==> src/rtl/gpio_grp_pkg.sv <==
package gpio_grp_pkg;
  localparam int unsigned LANE_W = 8;
  localparam logic [7:0] OE_IDX0     = 8'hC8;
  localparam logic [7:0] MODE_IDX0   = 8'hC0;
  localparam logic [7:0] BASE_HI_IDX = 8'h60;
  localparam logic [7:0] BASE_LO_IDX = 8'h61;

  function automatic int unsigned pin_group(input int unsigned n);
    return n / LANE_W;
  endfunction

  function automatic int unsigned pin_lane(input int unsigned n);
    return n % LANE_W;
  endfunction

  // Driver enable: output enable gated by plain-I/O mode when the group has a mode byte
  function automatic logic drive_enable(input logic oe, input logic has_mode, input logic mode);
    return oe & (~has_mode | mode);
  endfunction

  // Window offset, modulo 2^16
  function automatic logic [15:0] window_offset(input logic [15:0] addr, input logic [15:0] base);
    return addr - base;
  endfunction
endpackage

==> src/rtl/gpio_grp_cfg.sv <==
module gpio_grp_cfg
  import gpio_grp_pkg::*;
#(
  parameter int unsigned NUM_GROUPS  = 8,
  parameter int unsigned MODE_GROUPS = 5
) (
  input  logic                         clk,
  input  logic                         rst_n,
  input  logic                         cfg_we,
  input  logic [7:0]                   cfg_idx,
  input  logic [7:0]                   cfg_wdata,
  output logic [7:0]                   cfg_rdata,
  output logic [NUM_GROUPS*LANE_W-1:0] oe_bits,
  output logic [NUM_GROUPS*LANE_W-1:0] mode_bits,
  output logic [15:0]                  io_base
);
  logic [7:0] oe_q   [NUM_GROUPS];
  logic [7:0] mode_q [NUM_GROUPS];
  logic [7:0] base_hi_q, base_lo_q;

  for (genvar g = 0; g < NUM_GROUPS; g++) begin : g_grp
    always_ff @(posedge clk or negedge rst_n) begin
      if (!rst_n)                                    oe_q[g] <= '0;
      else if (cfg_we && cfg_idx == OE_IDX0 + 8'(g)) oe_q[g] <= cfg_wdata;
    end
    assign oe_bits[g*LANE_W +: LANE_W] = oe_q[g];

    if (g < MODE_GROUPS) begin : g_mode
      always_ff @(posedge clk or negedge rst_n) begin
        if (!rst_n)                                      mode_q[g] <= '0;
        else if (cfg_we && cfg_idx == MODE_IDX0 + 8'(g)) mode_q[g] <= cfg_wdata;
      end
    end else begin : g_fixed
      assign mode_q[g] = '0;
    end
    assign mode_bits[g*LANE_W +: LANE_W] = mode_q[g];
  end

  always_ff @(posedge clk or negedge rst_n) begin
    if (!rst_n) begin
      base_hi_q <= '0;
      base_lo_q <= '0;
    end else if (cfg_we) begin
      if (cfg_idx == BASE_HI_IDX) base_hi_q <= cfg_wdata;
      if (cfg_idx == BASE_LO_IDX) base_lo_q <= cfg_wdata;
    end
  end
  assign io_base = {base_hi_q, base_lo_q};

  always_comb begin
    cfg_rdata = 8'h00;
    if (cfg_idx == BASE_HI_IDX) cfg_rdata = base_hi_q;
    if (cfg_idx == BASE_LO_IDX) cfg_rdata = base_lo_q;
    for (int g = 0; g < NUM_GROUPS; g++) begin
      if (cfg_idx == OE_IDX0 + 8'(g)) cfg_rdata = oe_q[g];
      if (g < MODE_GROUPS && cfg_idx == MODE_IDX0 + 8'(g)) cfg_rdata = mode_q[g];
    end
  end
endmodule

==> src/rtl/gpio_grp_data.sv <==
module gpio_grp_data
  import gpio_grp_pkg::*;
#(
  parameter int unsigned NUM_GROUPS  = 8,
  parameter int unsigned SYNC_STAGES = 2,
  localparam int unsigned NPINS = NUM_GROUPS * LANE_W,
  localparam int unsigned GRP_W = $clog2(NUM_GROUPS)
) (
  input  logic             clk,
  input  logic             rst_n,
  input  logic [15:0]      io_base,
  input  logic             io_we,
  input  logic [15:0]      io_addr,
  input  logic [7:0]       io_wdata,
  output logic [7:0]       io_rdata,
  input  logic [NPINS-1:0] pad_in,
  output logic [NPINS-1:0] latch_bits,
  output logic [NPINS-1:0] sync_lvl,
  output logic             data_hit,
  output logic [GRP_W-1:0] data_grp
);
  logic [NPINS-1:0] stg [SYNC_STAGES];
  logic [15:0]      offset;
  logic [7:0]       lat_q [NUM_GROUPS];

  always_ff @(posedge clk or negedge rst_n) begin
    if (!rst_n) begin
      for (int i = 0; i < SYNC_STAGES; i++) stg[i] <= '0;
    end else begin
      stg[0] <= pad_in;
      for (int i = 1; i < SYNC_STAGES; i++) stg[i] <= stg[i-1];
    end
  end
  assign sync_lvl = stg[SYNC_STAGES-1];

  assign offset   = window_offset(io_addr, io_base);
  assign data_hit = offset < 16'(NUM_GROUPS);
  assign data_grp = offset[GRP_W-1:0];

  for (genvar g = 0; g < NUM_GROUPS; g++) begin : g_lat
    always_ff @(posedge clk or negedge rst_n) begin
      if (!rst_n)                                          lat_q[g] <= '0;
      else if (io_we && data_hit && data_grp == GRP_W'(g)) lat_q[g] <= io_wdata;
    end
    assign latch_bits[g*LANE_W +: LANE_W] = lat_q[g];
  end

  assign io_rdata = data_hit ? sync_lvl[data_grp*LANE_W +: LANE_W] : 8'hFF;
endmodule

==> src/rtl/gpio_grp_pad.sv <==
module gpio_grp_pad
  import gpio_grp_pkg::*;
#(
  parameter int unsigned NUM_GROUPS  = 8,
  parameter int unsigned MODE_GROUPS = 5,
  localparam int unsigned NPINS = NUM_GROUPS * LANE_W
) (
  input  logic [NPINS-1:0] oe_bits,
  input  logic [NPINS-1:0] mode_bits,
  input  logic [NPINS-1:0] latch_bits,
  output logic [NPINS-1:0] pad_oe,
  output logic [NPINS-1:0] pad_out,
  output logic [NPINS-1:0] gpio_sel
);
  for (genvar n = 0; n < NPINS; n++) begin : g_pin
    localparam int unsigned GRP = pin_group(n);
    localparam int unsigned LN  = pin_lane(n);
    localparam logic HAS_MODE   = GRP < MODE_GROUPS;
    logic en;
    assign en          = drive_enable(oe_bits[GRP*LANE_W+LN], HAS_MODE, mode_bits[GRP*LANE_W+LN]);
    assign pad_oe[n]   = en;
    assign pad_out[n]  = en & latch_bits[GRP*LANE_W+LN];
    assign gpio_sel[n] = HAS_MODE ? mode_bits[GRP*LANE_W+LN] : 1'b1;
  end
endmodule

==> src/rtl/gpio_group_bank.sv <==
module gpio_group_bank
  import gpio_grp_pkg::*;
#(
  parameter int unsigned NUM_GROUPS  = 8,
  parameter int unsigned MODE_GROUPS = 5
) (
  input  logic                     clk,
  input  logic                     rst_n,
  input  logic                     cfg_we,
  input  logic [7:0]               cfg_idx,
  input  logic [7:0]               cfg_wdata,
  output logic [7:0]               cfg_rdata,
  input  logic                     io_we,
  input  logic [15:0]              io_addr,
  input  logic [7:0]               io_wdata,
  output logic [7:0]               io_rdata,
  input  logic [NUM_GROUPS*8-1:0]  pad_in,
  output logic [NUM_GROUPS*8-1:0]  pad_out,
  output logic [NUM_GROUPS*8-1:0]  pad_oe,
  output logic [NUM_GROUPS*8-1:0]  gpio_sel
);
  localparam int unsigned NPINS = NUM_GROUPS * LANE_W;
  localparam int unsigned GRP_W = $clog2(NUM_GROUPS);

  logic [NPINS-1:0] oe_bits, mode_bits, latch_bits, sync_lvl;
  logic [15:0]      io_base;
  logic             data_hit;
  logic [GRP_W-1:0] data_grp;

  gpio_grp_cfg #(.NUM_GROUPS(NUM_GROUPS), .MODE_GROUPS(MODE_GROUPS)) u_cfg (
    .clk(clk), .rst_n(rst_n), .cfg_we(cfg_we), .cfg_idx(cfg_idx),
    .cfg_wdata(cfg_wdata), .cfg_rdata(cfg_rdata),
    .oe_bits(oe_bits), .mode_bits(mode_bits), .io_base(io_base)
  );

  gpio_grp_data #(.NUM_GROUPS(NUM_GROUPS), .SYNC_STAGES(2)) u_data (
    .clk(clk), .rst_n(rst_n), .io_base(io_base), .io_we(io_we),
    .io_addr(io_addr), .io_wdata(io_wdata), .io_rdata(io_rdata),
    .pad_in(pad_in), .latch_bits(latch_bits), .sync_lvl(sync_lvl),
    .data_hit(data_hit), .data_grp(data_grp)
  );

  gpio_grp_pad #(.NUM_GROUPS(NUM_GROUPS), .MODE_GROUPS(MODE_GROUPS)) u_pad (
    .oe_bits(oe_bits), .mode_bits(mode_bits), .latch_bits(latch_bits),
    .pad_oe(pad_oe), .pad_out(pad_out), .gpio_sel(gpio_sel)
  );
endmodule

==> config.mk <==
export PLATFORM = sky130hd
export DESIGN_NAME = gpio_group_bank
export DESIGN_NICKNAME = d
export VERILOG_FILES = /design/src/rtl/gpio_grp_pkg.sv /design/src/rtl/gpio_grp_cfg.sv /design/src/rtl/gpio_grp_data.sv /design/src/rtl/gpio_grp_pad.sv /design/src/rtl/gpio_group_bank.sv
export SDC_FILE = /design/constraint.sdc
export NUM_CORES = 1
export LEC_CHECK = 0
export BUFFER_PORTS_ARGS = -buffer_cell sky130_fd_sc_hd__buf_2
export CORE_MARGIN = 3
export CORE_UTILIZATION = 59
export CTS_BUF_LIST = sky130_fd_sc_hd__clkbuf_16
export DETAILED_ROUTE_END_ITERATION = 7
export GPL_ROUTABILITY_DRIVEN = 0
export PLACE_DENSITY = 0.83
export SETUP_SLACK_MARGIN = 0.4
export SLEW_MARGIN = 30
export SYNTH_ARGS = -nofsm -noshare
export SYNTH_HDL_FRONTEND = slang
export SYNTH_SLANG_ARGS = --single-unit
==> constraint.sdc <==
create_clock -name clk -period 4.71 [get_ports clk]
set_input_delay 0.2355 -clock clk [delete_from_list [all_inputs] [get_ports clk]]
set_output_delay 0.2355 -clock clk [all_outputs]
set_load 0.03 [all_outputs]
==> impl_metrics.ini <==
[clocking]
cts_num_sinks = 312
clk_pin_slew_ps = 70
htreeDepth = 1
cts_buffers = 30
clk_latency_ps = 590
tritoncts = yes
clock_path_buffers = 3
cts-root-buf = clkbuf_16
post-cts-setup-buffer-count = 0

[timing]
finalSetupTns_ps = 0
setup_viol = 0
finalCritPeriodShare_pct = 86.0
clock.fmax_mhz = 247
final.min_clock_period_ps = 4050
hold_viol = 0
rsz0062_at_grt = no
finalMaxSlewViolations = 0
fin_ws_ps = 659
final.setup_skew_ps = 41.6
worst_slew_pin_slew_ps = 881
relSlewSlack_pct = 39.6

[synth]
yosysTopAreaCell = dfrtp_1
synth_area_leaders = dfrtp_1, mux2_2, buf_4
yosysWarnings = 0
ys_ff_latch = 312
synth_top_area_share_pct = 55.5
yosysMostFrequentCell = dfrtp_1
yosys-top-cells-count = dfrtp_1, mux2_2, buf_4
synth_cells = 1106
synth-edff-count = 0
synth_ff_type = dfrtp_1
synth_seq_area_share_pct = 55.5
syn_avg_cell_area_um2 = 12.7
async_flop_share_pct = 100
ys_types = 65
synth_area_um2 = 14100

[routing]
viasPerCell = 6.14
detail-route-antenna-nets = 0
drtPass1Iterations = 7
drt_iter0_drc = 1144
wl_per_cell_um = 25.3
routed_wl_mm = 44.2
drc_errors = 0
vias = 10714

[global_routing]
grt_pass1_vias = 10905
grt_pass1_wl_mm = 66.1
overflow = 0
grt_start_max_net_pins = 87
antenna_found_initial = 2
track_usage_pct = 33.6

[critical_path]
cp_max_fo = 9
crit_arrival_ps = 3820
max_stage_delay_ps = 400
cp_slowest_cell = mux2_4
path_class = flip-flop to primary output
cp-start-kind = flip-flop
endpoint_kind = primary output
required_ps = 4470
crit_chain = ha_1 -> inv_1 -> fa_2 -> a211oi_2 -> nor3_1 -> o31ai_1 -> o21ai_0 -> mux2_4 -> nor4_2 -> buf_4 -> nand4_1 -> buf_2

[outcome]
run_status = finished clean

[floorplanning]
die_y_um = 160
core_um2 = 23100
die-area_um2 = 25700
ios = 316
die_w_um = 160
row_count = 55
initial_core_util_pct = 61.0

[cells_and_area]
area_growth_pct = 21.0
fin_nets = 1532
layout-drive-gt1-share_pct = 39.3
post-route-util_pct = 73.8

[pwr]
clkPwrFrac_pct = 41.7
p_sw_share_pct = 25.9
peakVddDrop_mv = 0.395
power.leakage_nw = 8.79
seqPwrFrac_pct = 47.9
netSwitchingPower_w = 0.00155
combPwrFrac_pct = 10.4
cellPowerDensity_nw_per_um2 = 352
internal_power_w = 0.00444

[run]
drv_cap = 0

[placed_design]
pre_cts_ws_ps = 817
io_buffers = 291
dp_hpwl_mm = 29.0

[min_path]
min_path_type = primary input to flip-flop
[path summary, 6_finish.rpt]
kind / slack (ps) / startpoint / endpoint / cells after the start
worst min register to register: 340 / u_data.stg[64] / u_data.sync_lvl[0] / 0
max in group asynchronous: 3540 / rst_n / u_cfg.oe_bits[45] / 3
worst max-delay path: 660 / u_cfg.base_lo_q[0] / io_rdata[0] / 12
min in group asynchronous: 160 / rst_n / u_data.stg[96] / 2
worst max register to register: 760 / u_cfg.base_lo_q[1] / u_data.latch_bits[8] / 9
worst min-delay path: 90 / io_wdata[2] / u_data.latch_bits[42] / 2
[timing repair]
action | in CTS | in global routing
resized for setup | 0 | 1
hold buffers | 65 | 0
hold endpoints to repair | 115 | 0
endpoints found under the setup margin | 0 | 8
[per-layer routing]
layer | vias up | share of wire [%] | routed length (um) | GRT usage [%]
met5 | - | 0 | 0 | 0
li1 | 4473 | - | - | -
met4 | 0 | 4.8 | 2110 | 14.7
met1 | 5329 | 36 | 15900 | 42.9
met2 | 774 | 49 | 21600 | 55.6
met3 | 138 | 10 | 4570 | 7.58
[area by class of cell]
type                       instances  area (um2)
timing repair buffer             373        2280
clock buffer                      30         751
multi-input combinational        667        5450
tap                              313         392
fill                            1491        6030
inverter                          24        90.1
clock inverter                    23         254
sequential                       312        7810
antenna                            2        5.00
[layout by cell type, fill, tap and decap left out, types with 14 or more instances in the layout]
cell,count
dfrtp_1,312
buf_2,290
mux2_2,178
and2_1,67
nand2_1,65
dlygate4sd3_1,65
and3_1,42
a21oi_1,34
inv_1,30
nor2_1,30
clkbuf_16,30
conb_1,24
o21ai_0,21
nand4_1,18
mux4_2,16
ha_1,15
buf_4,15
a221oi_1,14
[flip-flops by register name, summed over array words and instances, names as in the netlist]
| register | count |
|---|---|
| u_cfg.oe_bits | 64 |
| u_data.sync_lvl | 64 |
| u_cfg.mode_bits | 40 |
| u_data.latch_bits | 64 |
| u_cfg.base_lo_q | 8 |
| u_data.stg | 64 |
| u_cfg.base_hi_q | 8 |
[power by group through the flow]
stage	logic, W	clock network, W	registers, W
CTS	0.000604	0.00248	0.00286
finish	0.000621	0.00250	0.00287
detailed placement	0.000558	0	0.00291
floorplan	0.000328	0	0.00291
global placement	0.000545	0	0.00290
global route	0.000664	0.00263	0.00288
[worst max-delay path: cells and delay by family (launching register included)]
family                     cells  cell delay [ps]
DFF                            1              390
muxes                          1              400
and+or+nand+nor                3              570
AOI/OAI and AO/OA              3              740
buffers and inverters          3              530
adders and majority gates      2              580
[metrics by stage]
stage	total power [W]	instance area, um2	hold slack [ps]	instances
after floorplan	0.00324	14200	-60.1	1129
after global placement	0.00344	15300	333	1623
after detailed placement	0.00347	15400	179	1624
after CTS	0.00594	17000	54.0	1742
after global routing	0.00617	17000	74.0	1744
final	0.00599	17000	90.9	1744
[kinds of logic (layout without fill, tap and decap cells)]
kind of cell,after synthesis,after routing,share of synthesized area [%]
flops,312,312,55.5
fa+ha+maj,16,16,1.48
simple gates,271,271,11.5
buf+inv,150,450,6.42
mux,207,207,17.8
compound gates,143,143,6.90
other cells,1,26,0.0267
xor+xnor,6,6,0.374
Note: power is estimated with default switching activity, not from simulation.
